**src/rtl/sertx_pkg.sv**
```systemverilog
package sertx_pkg;

    localparam int unsigned CHAR_W = 8;

    typedef enum logic [1:0] {
        PAR_NONE = 2'd0,
        PAR_EVEN = 2'd1,
        PAR_ODD  = 2'd2,
        PAR_OFF  = 2'd3
    } parity_e;

    typedef enum logic [1:0] {
        STP_ONE  = 2'd0,
        STP_HALF = 2'd1,
        STP_TWO  = 2'd2,
        STP_TWOX = 2'd3
    } stop_e;

    typedef enum logic [2:0] {
        ST_IDLE,
        ST_START,
        ST_DATA,
        ST_PARITY,
        ST_STOP
    } tx_state_e;

    typedef struct packed {
        logic    len8;
        parity_e parity;
        stop_e   stop;
    } frame_cfg_t;

    function automatic logic has_parity(input parity_e p);
        return (p == PAR_EVEN) || (p == PAR_ODD);
    endfunction

    function automatic logic calc_parity(input logic [CHAR_W-1:0] d,
                                         input logic len8,
                                         input parity_e p);
        logic ones;
        ones = ^(len8 ? d : {1'b0, d[CHAR_W-2:0]});
        return (p == PAR_ODD) ? ~ones : ones;
    endfunction

    function automatic int unsigned stop_len(input stop_e s, input int unsigned tpb);
        case (s)
            STP_ONE:  return tpb;
            STP_HALF: return tpb + tpb / 2;
            default:  return 2 * tpb;
        endcase
    endfunction

endpackage

```
**src/rtl/sertx_bit_timer.sv**
```systemverilog
module sertx_bit_timer #(
    parameter int unsigned CNT_W = 6
) (
    input  logic             clk,
    input  logic             rst,
    input  logic             clear,
    input  logic             tick,
    input  logic [CNT_W-1:0] limit,
    output logic             bit_end
);
    logic [CNT_W-1:0] cnt_q;

    assign bit_end = !clear && tick && (cnt_q == limit - CNT_W'(1));

    always_ff @(posedge clk) begin
        if (rst || clear) begin
            cnt_q <= '0;
        end else if (tick) begin
            cnt_q <= bit_end ? '0 : cnt_q + CNT_W'(1);
        end
    end
endmodule

```
**src/rtl/sertx_shifter.sv**
```systemverilog
module sertx_shifter
    import sertx_pkg::*;
(
    input  logic              clk,
    input  logic              rst,
    input  logic              load,
    input  logic              shift,
    input  logic [CHAR_W-1:0] data,
    input  frame_cfg_t        cfg,
    output logic              lsb,
    output logic              par_bit
);
    logic [CHAR_W-1:0] sr_q;
    logic              par_q;

    always_ff @(posedge clk) begin
        if (rst) begin
            sr_q  <= '0;
            par_q <= 1'b0;
        end else if (load) begin
            sr_q  <= data;
            par_q <= calc_parity(data, cfg.len8, cfg.parity);
        end else if (shift) begin
            sr_q  <= {1'b0, sr_q[CHAR_W-1:1]};
        end
    end

    assign lsb     = sr_q[0];
    assign par_bit = par_q;
endmodule

```
**src/rtl/sertx_fsm.sv**
```systemverilog
module sertx_fsm
    import sertx_pkg::*;
#(
    parameter int unsigned TICKS_PER_BIT = 16,
    parameter int unsigned CNT_W = 6
) (
    input  logic             clk,
    input  logic             rst,
    input  logic             in_valid,
    input  frame_cfg_t       cfg_in,
    input  logic             bit_end,
    output tx_state_e        state,
    output logic             in_ready,
    output logic             frame_done,
    output logic             load,
    output logic             shift,
    output logic             timer_clear,
    output logic [CNT_W-1:0] limit
);
    localparam int unsigned IDX_W = $clog2(CHAR_W);

    tx_state_e        state_q;
    frame_cfg_t       cfg_q;
    logic [IDX_W-1:0] idx_q;
    logic             done_q;
    logic [IDX_W-1:0] last_idx;
    logic             accept;

    assign accept      = in_valid && (state_q == ST_IDLE);
    assign last_idx    = cfg_q.len8 ? IDX_W'(CHAR_W - 1) : IDX_W'(CHAR_W - 2);
    assign load        = accept;
    assign shift       = (state_q == ST_DATA) && bit_end;
    assign timer_clear = (state_q == ST_IDLE);
    assign limit       = (state_q == ST_STOP) ? CNT_W'(stop_len(cfg_q.stop, TICKS_PER_BIT))
                                              : CNT_W'(TICKS_PER_BIT);

    always_ff @(posedge clk) begin
        if (rst) begin
            state_q <= ST_IDLE;
            cfg_q   <= '0;
            idx_q   <= '0;
            done_q  <= 1'b0;
        end else begin
            done_q <= 1'b0;
            case (state_q)
                ST_IDLE: if (accept) begin
                    cfg_q   <= cfg_in;
                    state_q <= ST_START;
                end
                ST_START: if (bit_end) begin
                    idx_q   <= '0;
                    state_q <= ST_DATA;
                end
                ST_DATA: if (bit_end) begin
                    if (idx_q == last_idx) begin
                        state_q <= has_parity(cfg_q.parity) ? ST_PARITY : ST_STOP;
                    end else begin
                        idx_q <= idx_q + IDX_W'(1);
                    end
                end
                ST_PARITY: if (bit_end) state_q <= ST_STOP;
                ST_STOP: if (bit_end) begin
                    state_q <= ST_IDLE;
                    done_q  <= 1'b1;
                end
                default: state_q <= ST_IDLE;
            endcase
        end
    end

    assign state      = state_q;
    assign in_ready   = (state_q == ST_IDLE);
    assign frame_done = done_q;
endmodule

```
**src/rtl/sertx_top.sv**
```systemverilog
module sertx_top
    import sertx_pkg::*;
#(
    parameter int unsigned TICKS_PER_BIT = 16
) (
    input  logic       clk,
    input  logic       rst,
    input  logic       tick,
    input  logic       cfg_len8,
    input  logic [1:0] cfg_parity,
    input  logic [1:0] cfg_stop,
    input  logic       in_valid,
    input  logic [7:0] in_data,
    output logic       in_ready,
    output logic       tx_line,
    output logic       busy,
    output logic       frame_done
);
    localparam int unsigned CNT_W = $clog2(2 * TICKS_PER_BIT + 1);

    frame_cfg_t       cfg_in;
    tx_state_e        state;
    logic             bit_end, load, shift, timer_clear, lsb, par_bit;
    logic [CNT_W-1:0] limit;

    assign cfg_in = '{len8: cfg_len8, parity: parity_e'(cfg_parity), stop: stop_e'(cfg_stop)};

    sertx_fsm #(.TICKS_PER_BIT(TICKS_PER_BIT), .CNT_W(CNT_W)) fsm_i (
        .clk(clk), .rst(rst), .in_valid(in_valid), .cfg_in(cfg_in),
        .bit_end(bit_end), .state(state), .in_ready(in_ready),
        .frame_done(frame_done), .load(load), .shift(shift),
        .timer_clear(timer_clear), .limit(limit)
    );

    sertx_bit_timer #(.CNT_W(CNT_W)) timer_i (
        .clk(clk), .rst(rst), .clear(timer_clear), .tick(tick),
        .limit(limit), .bit_end(bit_end)
    );

    sertx_shifter shift_i (
        .clk(clk), .rst(rst), .load(load), .shift(shift),
        .data(in_data), .cfg(cfg_in), .lsb(lsb), .par_bit(par_bit)
    );

    always_comb begin
        case (state)
            ST_START:  tx_line = 1'b0;
            ST_DATA:   tx_line = lsb;
            ST_PARITY: tx_line = par_bit;
            default:   tx_line = 1'b1;
        endcase
    end

    assign busy = (state != ST_IDLE);
endmodule

```
**config.mk**
```make
export PLATFORM = sky130hd
export DESIGN_NAME = sertx_top
export DESIGN_NICKNAME = d
export VERILOG_FILES = /design/src/rtl/sertx_pkg.sv /design/src/rtl/sertx_bit_timer.sv /design/src/rtl/sertx_shifter.sv /design/src/rtl/sertx_fsm.sv /design/src/rtl/sertx_top.sv
export SDC_FILE = /design/constraint.sdc
export NUM_CORES = 1
export LEC_CHECK = 0
export ABC_AREA = 1
export ABC_CLOCK_PERIOD_IN_PS = 7000
export BUFFER_PORTS_ARGS = -buffer_cell sky130_fd_sc_hd__buf_2
export CAP_MARGIN = 20
export CORE_ASPECT_RATIO = 0.9
export CORE_MARGIN = 1
export CORE_UTILIZATION = 60
export CTS_CLUSTER_DIAMETER = 80
export DETAILED_ROUTE_END_ITERATION = 10
export PLACE_DENSITY_LB_ADDON = 0.08
export SKIP_LAST_GASP = 1
export SYNTH_ARGS = -nofsm -noshare
export SYNTH_HDL_FRONTEND = slang
export SYNTH_HIERARCHICAL = 1
export SYNTH_SLANG_ARGS = --single-unit
```
**constraint.sdc**
```tcl
create_clock -name clk -period 7 [get_ports clk]
set_clock_uncertainty 0.05 [all_clocks]
set_input_delay 0.7 -clock clk [delete_from_list [all_inputs] [get_ports clk]]
set_output_delay 0.7 -clock clk [all_outputs]
set_load 0.01 [all_outputs]
```
# After elaboration in Yosys (flattened, before gate mapping)
# Index checks and enable logic that the tools add are counted.
[totals]
mem_count = 0
out_inout_bits = 4
mem_bits_rw = 0
ff_bits = 27
in_bits = 17
latch_bits = 0
wordCells = 69
romBits = 0
[op_classes]
div = 0
addsub = 3
multipliers = 0
n_reduce_logical = 17
n_bitwise = 2
eq_ne = 17
order_cmp = 0
n_mux = 21
n_shift = 0
[op_table]
columns = ["op", "count"]
rows = [
  ["3-bit two-way mux", 9],
  ["8-bit two-way mux", 3],
  ["3-bit one-hot mux with 5 select lines", 1],
  ["6-bit two-way mux", 2],
  ["6-bit one-hot mux with 2 select lines", 1],
  ["2-bit by 1-bit inequality test with 1-bit output, second input constant", 4],
  ["8-bit parity", 1],
  ["6-bit by 1-bit adder with 6-bit output, second input constant", 1],
  ["3-bit by 2-bit == test with 1-bit output, second input constant", 2],
  ["6-bit == test", 1],
  ["2-bit inequality test, second input constant", 3],
  ["3-bit one-hot mux with 2 select lines", 1],
  ["6-bit AND reduction", 1],
  ["6-bit by 1-bit subtractor with 6-bit output, second input constant", 1],
  ["2-bit by 1-bit == test with 1-bit output, second input constant", 2],
  ["2-bit == test, second input constant", 2],
  ["1-bit logical AND", 4],
  ["4-bit AND reduction", 1],
  ["2-bit nonzero test", 2],
  ["3-bit by 1-bit adder with 3-bit output, second input constant", 1],
  ["3-bit by 1-bit == test with 1-bit output, second input constant", 1],
  ["3-bit == test", 1],
  ["3-bit == test, second input constant", 1],
  ["3-bit logical NOT", 1],
  ["9 further kinds", 13],
]

# Logic depth before layout (Yosys ltp)
# Gate-level depths: netlist of the first run.
[depth]
word_depth = 9
ltp_mapped = 19
depth_no_buf = 19

# By module
# Netlist of the first run, hierarchy kept.
[by_module_without_submodules]
columns = ["mod", "instances", "cells_each", "area_each_um2", "seq_area_each_um2"]
rows = [
  ["sertx_fsm", 1, 95, 664.4, 240.2],
  ["sertx_shifter", 1, 85, 549.3, 180.2],
  ["sertx_bit_timer", 1, 89, 514.2, 120.1],
  ["sertx_top", 1, 10, 47.5, 0.0],
]

# Least setup slack after synthesis of the first run
# OpenSTA, ideal clock, no wires.
[synth_timing]
path_type = "register to register"
startpoint = "reg fsm_i.state_q[2], in the netlist fsm_i/state[2]"
endpoint = "reg shift_i.sr_q[6]"
path_stages_with_launch = 17
t_arrival_ns = 2.308
synth_period_minus_slack_ns = 2.444
setup_ns = 0.086
path_buffers = 1
t_required_ns = 6.864
slack_ns = 4.556
path_cell_list = "dfxtp_1 nand3_1 nor3_1 nor2_1 nand2_1 nand3_1 nand2_1 nand2_1 nor2_1 nand2_1 inv_2 inv_1 nor2_1 or2_1 buf_6 a21oi_1 a221oi_2"
[synth_between]
elab_chain_cells = 7
word_cells_on_any_way = 13
cone_classes = "add/sub: 1; eq/ne: 3; mux: 2; reduce/logical: 7"
[synth_lines]
columns = ["element", "line_no", "text"]
rows = [
  ["from (decl)", "sertx_fsm.sv:22", "tx_state_e state_q;"],
  ["from (signal assigned)", "sertx_fsm.sv:56", "state_q <= has_parity(cfg_q.parity) ? ST_PARITY : ST_STOP;"],
  ["3-bit == test", "sertx_fsm.sv:34", "assign limit = (state_q == ST_STOP) ? CNT_W'(stop_len(cfg_q.stop, TICKS_PER_BIT))"],
  ["6-bit two-way mux", "sertx_fsm.sv:34", ""],
  ["named net limit[3]", "sertx_top.sv:24", "logic [CNT_W-1:0] limit;"],
  ["6-bit by 1-bit subtractor with 6-bit output", "sertx_bit_timer.sv:13", "assign bit_end = !clear && tick && (cnt_q == limit - CNT_W'(1));"],
  ["6-bit == test", "sertx_bit_timer.sv:13", ""],
  ["1-bit logical AND", "sertx_bit_timer.sv:13", ""],
  ["named net bit_end", "sertx_top.sv:23", "logic bit_end, load, shift, timer_clear, lsb, par_bit;"],
  ["1-bit logical AND", "sertx_fsm.sv:32", "assign shift = (state_q == ST_DATA) && bit_end;"],
  ["named net shift", "sertx_top.sv:23", ""],
  ["2-bit nonzero test (no line)", "n/a", ""],
  ["to (signal assigned)", "sertx_shifter.sv:21", "sr_q <= data;"],
  ["to (signal assigned)", "sertx_shifter.sv:24", "sr_q <= {1'b0, sr_q[CHAR_W-1:1]};"],
  ["to (decl)", "sertx_shifter.sv:13", "logic [CHAR_W-1:0] sr_q;"],
]
# The timed path passes the listed nets, and every way through them passes these cells.
# A chain may end at the register's enable or synchronous reset.

# Final worst setup path of the first run
[layout_timing]
startpoint = "reg fsm_i.state_q[2], in the netlist fsm_i/state[2]"
endpoint = "reg shift_i.sr_q[5]"
# The elaborated chain is that of the path after synthesis.

==> impl_metrics.json, run 1 <==
{
  "fillers": 267,
  "peakVddDrop_mv": 0.1772,
  "die_w_um": 59.34,
  "final_util": 0.6924,
  "layout.nets": 320,
  "cts_max_path_buffers": 2,
  "grt_pass1_wl_mm": 5.989,
  "syn_area_mm2": 0.001775,
  "ys_ff_latch": 27,
  "post-route-period-util": 0.4380,
  "cts_buffers": 3,
  "cts_sinks": 27,
  "p_int_mw": 0.2950,
  "fin_crit_ns": 3.066,
  "cts_htree_levels": 1,
  "ys_async_sr_fraction": 0,
  "end_kind": "register",
  "dpl.hpwl_mm": 2.764,
  "fin_area_mm2": 0.001918,
  "cts_tree": "yes",
  "die_h_um": 53.61,
  "finalHoldViolCount": 0,
  "cap_viol_max_count": 0,
  "leakage_nw": 0.9511,
  "seq_area_um2": 540.5,
  "r2r_slack_ns": 3.93,
  "crit_fanout": 9,
  "gp_congestion": 0.8382,
  "place_area_mm2": 0.001887,
  "dr.pass1.iters": 4,
  "layout_setup_ws_ns": 3.934,
  "grt_max_degree": 18,
  "cts_root_buf": "clkbuf_4",
  "multiInputGateArea_mm2": 0.001012,
  "min_path_type": "register to register",
  "critical_path_class": "register to register",
  "slew_headroom": 0.6125,
  "p_sw_mw": 0.2255,
  "dp_slack_ns": 4.023,
  "required_ns": 7.23,
  "holdWs_ns": 0.4278,
  "setup_tns_ns": 0,
  "ys_types": 30,
  "initial_utilization": 0.6409,
  "tightest_slew_ns": 0.5792,
  "clk_latency_ns": 0.34,
  "powerDensity_mw_per_mm2": 271.4,
  "io_buffers": 20,
  "via_count": 1691,
  "syn_to_final_growth_pct": 8.034,
  "synth_warnings": 6,
  "synth-edff-count": 0,
  "cp.arrival_ns": 3.30,
  "ys_seq_area_frac": 0.3044,
  "swShare": 0.4332,
  "rows": 18,
  "cts_setup_buffers": 0,
  "gr-usage-all-layers": 0.2472,
  "drt_iter0_drc": 100,
  "cts-hold-fix-buffers": 0,
  "rsz0062_at_grt": "false",
  "startpoint_type": "register",
  "grt-ovfl-total": 0,
  "status": "finished, final reports clean",
  "comb_power_share": 0.450,
  "route.detailed.drc": 0,
  "grt_pass1_vias": 1376,
  "final_common_cell": "nand2_1",
  "antenna_found_initial": 0,
  "drive_above_1_share": 0.1739,
  "wl_mm": 3.516,
  "pin_count": 21,
  "ctsResizeCount": 0,
  "fp.coreArea_mm2": 0.002770,
  "clkTransAtPathRegs_ns": 0.16,
  "ant_nets": 0,
  "synth_area_per_cell_um2": 6.364,
  "viasPerCell": 4.988,
  "wl_per_cell_um": 10.37,
  "p_seq_frac": 0.409,
  "fmax_mhz": 326.2,
  "n_antenna_cell": 0,
  "clkPwrFrac": 0.141,
  "netlist_instances": 279,
  "slew_viol_final": 0,
  "ys.flop_type": "dfxtp_1",
  "die-area_mm2": 0.003181,
  "setup_viol": 0,
  "final_cell_mix": "nand2_1 (76), inv_1 (39), nor2_1 (30), dfxtp_1 (27), a21oi_1 (21)"
}
synth_stat cells, types with 2 or more instances:
library cell	count	area, um^2
nand3_2	3	30.03
o221ai_1	6	52.55
xnor2_1	2	17.52
nor3_1	3	15.01
o21ai_0	9	45.04
buf_4	4	30.03
nand4_1	2	12.51
nor3_2	2	20.02
nand2_1	76	285.3
nor2_1	30	112.6
dfxtp_1	27	540.5
ha_1	3	37.54
inv_1	39	146.4
nand3_1	20	100.1
inv_2	10	37.54
a21oi_1	21	105.1
nand2_4	2	22.52
xor2_1	3	26.28
nand2_2	4	25.02
nor2_2	3	18.77
cells by family after synthesis:
group / count (synthesis) / share of synthesized area
fa+ha+maj: 3 / 0.02114
xor+xnor: 5 / 0.02467
other cells: 1 / 0.002112
buf+inv: 55 / 0.1297
compound gates: 40 / 0.1395
flops: 27 / 0.3044
simple gates: 148 / 0.3784
sequential cells by signal (all words and copies together), names as in the netlist:
register,cells
shift_i/sr_q,8
timer_i/cnt_q,6
fsm_i/cfg_q,5
fsm_i/idx_q,3
fsm_i/state,3
fsm_i/frame_done,1
shift_i/par_bit,1
final timing paths:
check	from	to	cells past startpoint
setup / recovery	fsm_i/state[2]	shift_i/sr_q[5]	15
setup reg to reg	fsm_i/state[2]	shift_i/sr_q[5]	15
hold reg to reg	fsm_i/cfg_q[0]	fsm_i/cfg_q[0]	2
hold / removal	fsm_i/cfg_q[0]	fsm_i/cfg_q[0]	2
metal layers:
metal	share of wire	global-route usage	up-vias	wire length (um)
met4	0.0077	0.05556	0	27
li1	-	-	917	-
met5	0	0	-	0
met2	0.42	0.3820	28	1468
met3	0.044	0.05769	7	153
met1	0.53	0.3485	739	1865
power groups by stage:
stage          Sequential [mW]  Combinational [mW]  Clock (mW)
5_1_grt                  0.218               0.267      0.0827
2_1_floorplan            0.211               0.195           0
3_3_place_gp             0.216               0.232           0
4_1_cts                  0.213               0.234      0.0756
3_5_place_dp             0.217               0.232           0
6_report                 0.213               0.234      0.0732
worst max-delay path: stages (launching register included):
cell and delay, ns:
dfxtp_1 0.50, nand3_1 0.18, nor3_1 0.34, nor2_1 0.10, nand2_1 0.10, nand3_1 0.07
nand2_1 0.06, nand2_1 0.04, nor2_1 0.09, nand2_1 0.10, inv_2 0.13, inv_1 0.11
nor2_1 0.48, or2_1 0.36, o221ai_1 0.16, a21oi_1 0.13
final cells by class:
class                      instances  share of cell area
inverter                          49             0.09589
tap                               40             0.02609
clock inverter                     1            0.004566
sequential                        27              0.2818
multi-input combinational        199              0.5277
timing repair buffer              20             0.05219
clock buffer                       3             0.01174
per-stage QoR:
stage | total power, mW | std cells
after floorplan | 0.4053 | 281
after global placement | 0.4479 | 335
after detailed placement | 0.4486 | 335
after CTS | 0.5229 | 339
after global routing | 0.5675 | 339
final | 0.5205 | 339
(Power assumes the default switching activity.)
==> run 2: changes to the inputs <==
--- a/config.mk
+++ b/config.mk
@@ -5,13 +5,13 @@
 export SDC_FILE = /design/constraint.sdc
 export NUM_CORES = 1
 export LEC_CHECK = 0
-export ABC_AREA = 1
-export ABC_CLOCK_PERIOD_IN_PS = 7000
+export ABC_AREA = 0
+export ABC_CLOCK_PERIOD_IN_PS = 2800
 export BUFFER_PORTS_ARGS = -buffer_cell sky130_fd_sc_hd__buf_2
 export CAP_MARGIN = 20
 export CORE_ASPECT_RATIO = 0.9
 export CORE_MARGIN = 1
-export CORE_UTILIZATION = 60
+export CORE_UTILIZATION = 51
 export CTS_CLUSTER_DIAMETER = 80
 export DETAILED_ROUTE_END_ITERATION = 10
 export PLACE_DENSITY_LB_ADDON = 0.08
==> constraint.sdc (replaced) <==
create_clock -name clk -period 2.8 [get_ports clk]
set_clock_uncertainty 0.05 [all_clocks]
set_input_delay 0.28 -clock clk [delete_from_list [all_inputs] [get_ports clk]]
set_output_delay 0.28 -clock clk [all_outputs]
set_load 0.01 [all_outputs]
==> impl_metrics.json, run 2 <==
{
  "status": "finished, final reports clean",
  "cts_htree_levels": 1,
  "layout.nets": 228,
  "holdPathEnd": "fsm_i/cfg_q[0]",
  "end_kind": "register",
  "via_count": 1317,
  "r2r_slack_ns": 0.17,
  "cp.arrival_ns": 2.80,
  "die-area_mm2": 0.003359,
  "fillers": 271,
  "initial_utilization": 0.5582,
  "ys_seq_area_frac": 0.3386,
  "final_common_cell": "nor2_1",
  "yosys.area.top_type_share": 0.3386,
  "die_h_um": 55.08,
  "fin_crit_ns": 2.635,
  "synth-edff-count": 0,
  "cts_sinks": 27,
  "setup_tns_ns": 0,
  "cts_tree": "yes",
  "io_buffers": 20,
  "slew_viol_final": 0,
  "holdWs_ns": 0.1534,
  "syn_to_final_growth_pct": 14.26,
  "wl_mm": 2.999,
  "fin_area_mm2": 0.001824,
  "hold_depth": 3,
  "synth_common_cells": "dfxtp_1 (27), nor2_1 (26), mux2i_1 (15)",
  "crit_chain": "inv_2 > and3_1 > and2_4 > inv_1 > xnor2_2 > a31oi_1 > a2111oi_4 > buf_4 > nand2b_1 > a311o_1 > o21ai_1 > o41ai_2",
  "hold_start": "cfg_stop[0]",
  "yosys-top-cells-area": "dfxtp_1 (34%), mux2i_1 (9.4%), xnor2_1 (6.6%), nor2_1 (6.1%), xor2_1 (3.8%)",
  "startpoint_type": "register",
  "post-route-period-util": 0.9410,
  "drive_above_1_share": 0.2319,
  "leakage_nw": 0.6778,
  "wl_per_cell_um": 12.14,
  "cp.buffers_inverters": 3,
  "min_path_type": "input port to register",
  "syn_area_mm2": 0.001597,
  "drt_iter0_drc": 51,
  "top_regs": "shift_i/sr_q: 8 flops, timer_i/cnt_q: 6 flops, fsm_i/cfg_q: 5 flops",
  "cts_buffers": 3,
  "grt_pass1_vias": 1157,
  "synth_top_family_by_area": "simple AND/OR/NAND/NOR gates",
  "viasPerCell": 5.332,
  "fmax_mhz": 379.5,
  "n_antenna_cell": 0,
  "ant_nets": 0,
  "ys_types": 42,
  "gr-usage-all-layers": 0.1998,
  "clkTransAtPathRegs_ns": 0.13,
  "ys.flop_type": "dfxtp_1",
  "critical_path_class": "register to register",
  "synth.most_common_cell": "dfxtp_1",
  "synth_compound_area_frac": 0.1215,
  "cts_root_buf": "clkbuf_4",
  "dpl.hpwl_mm": 2.309,
  "rr_endpoint": "fsm_i/idx_q[2]",
  "r2r_cells": 12,
  "synth_warnings": 6,
  "crit_fanout": 13,
  "cts-hold-fix-buffers": 0,
  "synth_top_cell_by_area": "dfxtp_1",
  "synth_xor_area_frac": 0.1285,
  "pin_count": 21,
  "ys_ff_latch": 27,
  "multiInputGateArea_mm2": 0.001007,
  "largest_reg_flops": 8,
  "setup_viol": 0,
  "clk_latency_ns": 0.31,
  "required_ns": 2.96,
  "die_w_um": 60.98,
  "largest-register": "shift_i/sr_q",
  "peakVddDrop_mv": 0.3098,
  "synth_mux_area_frac": 0.09404,
  "cts_max_path_buffers": 2,
  "fp.coreArea_mm2": 0.002860,
  "rsz0062_at_grt": "false",
  "dr.pass1.iters": 4,
  "route.detailed.drc": 0,
  "finalHoldViolCount": 0,
  "critPathMaxStageDelay_ns": 0.40,
  "slowest_stage": "a2111oi_4",
  "ys_async_sr_fraction": 0,
  "crit_family": "compound AO/OA/AOI/OAI gates",
  "netlist_instances": 184,
  "grt_max_degree": 25,
  "synth_area_per_cell_um2": 8.677,
  "yosys.area_share.adder": 0.02351,
  "antenna_found_initial": 0,
  "powerDensity_mw_per_mm2": 384.8,
  "final_cell_mix": "nor2_1 (26), dfxtp_1 (24), buf_2 (20), mux2i_1 (15), xnor2_1 (12)",
  "synth-simple-area-share": 0.2359,
  "seq_area_um2": 544.3,
  "place_area_mm2": 0.001764,
  "rows": 18,
  "cap_viol_max_count": 0,
  "gp_congestion": 0.7611,
  "grt_pass1_wl_mm": 4.836,
  "r2r-start": "fsm_i/state[1]",
  "grt-ovfl-total": 0
}
[run 2: cell count changes in the layout (fill, tap and decap cells not counted), sizes merged, moves of 6 or more]
| cell | change |
|---|---|
| a21oi | -12 |
| buf | +9 |
| inv | -44 |
| mux2i | +15 |
| nand2 | -73 |
| nand3 | -20 |
| nor2 | -7 |
| o221ai | -6 |
| xnor2 | +11 |
[run 2: per-layer routing]
metal / share of wire / GRT usage / vias to the layer above
li1: - / - / 684
met4: 0.010 / 0.09470 / 0
met1: 0.47 / 0.2399 / 604
met3: 0.030 / 0.02791 / 4
met2: 0.49 / 0.3553 / 25
met5: 0 / 0 / -
[run 2: worst register-to-register path, cell delays in order, from the launching register on]
cell	delay, ns
dfxtp_2	0.35
inv_2	0.10
and3_1	0.18
and2_4	0.15
inv_1	0.07
xnor2_2	0.22
a31oi_1	0.12
a2111oi_4	0.40
buf_4	0.25
nand2b_1	0.07
a311o_1	0.33
o21ai_1	0.18
o41ai_2	0.08
[run 2: power by group]
| group | switching, mW | leakage (nW) | total [mW] | internal [mW] |
|---|---|---|---|---|
| registers | 0.0109 | 0.221 | 0.412 | 0.401 |
| clock network | 0.103 | 0.0150 | 0.158 | 0.0557 |
| logic | 0.0663 | 0.442 | 0.131 | 0.0652 |
| total | 0.180 | 0.678 | 0.702 | 0.522 |
[run 2: worst max path at each step]
stage | from | end | slack (ns) | depth (start not counted)
6_report | fsm_i/state[1] | fsm_i/idx_q[2] | 0.17 | 12
3_3_place_gp | fsm_i/state[1] | shift_i/sr_q[0] | 0.18 | 14
3_5_place_dp | fsm_i/state[1] | shift_i/sr_q[3] | 0.09 | 14
5_1_grt | fsm_i/state[1] | shift_i/sr_q[3] | 0.0009 | 15
4_1_cts | fsm_i/state[1] | shift_i/sr_q[3] | 0.07 | 14
2_1_floorplan | fsm_i/state[0] | shift_i/sr_q[0] | -0.13 | 16
[run 2: stage by stage]
step,power [mW],setup WS [ns],std cells,util
5_1_grt,0.7446,0.0008944,247,0.6378
3_5_place_dp,0.5520,0.09290,241,0.6168
4_1_cts,0.7148,0.06759,245,0.6260
2_1_floorplan,0.5189,-0.1294,186,-
6_report,0.7020,0.1653,247,0.6378
3_3_place_gp,0.5485,0.1783,241,0.6168
[run 2: what timing repair did]
action,4_1_cts,5_1_grt
setup buffers,0,1
gates resized for setup,0,5
setup endpoints to repair,0,9
[run 2: kinds of logic (layout without fill, tap and decap cells)]
group / Yosys count / after routing
and+or+nand+nor: 72 / 72
AOI/OAI and AO/OA: 27 / 27
DFF: 27 / 27
xor gates and xnor gates: 21 / 21
buffers and inverters: 18 / 39
muxes: 15 / 15
adders and majority gates: 3 / 3
other: 1 / 3
[run 2: final cells by class]
cell class | instances | share of cell area
Multi-Input combinational cell | 141 | 0.5521
Sequential cell | 27 | 0.2984
Timing Repair Buffer | 29 | 0.09396
Tap cell | 40 | 0.02743
Clock buffer | 4 | 0.01440
Inverter | 6 | 0.01372
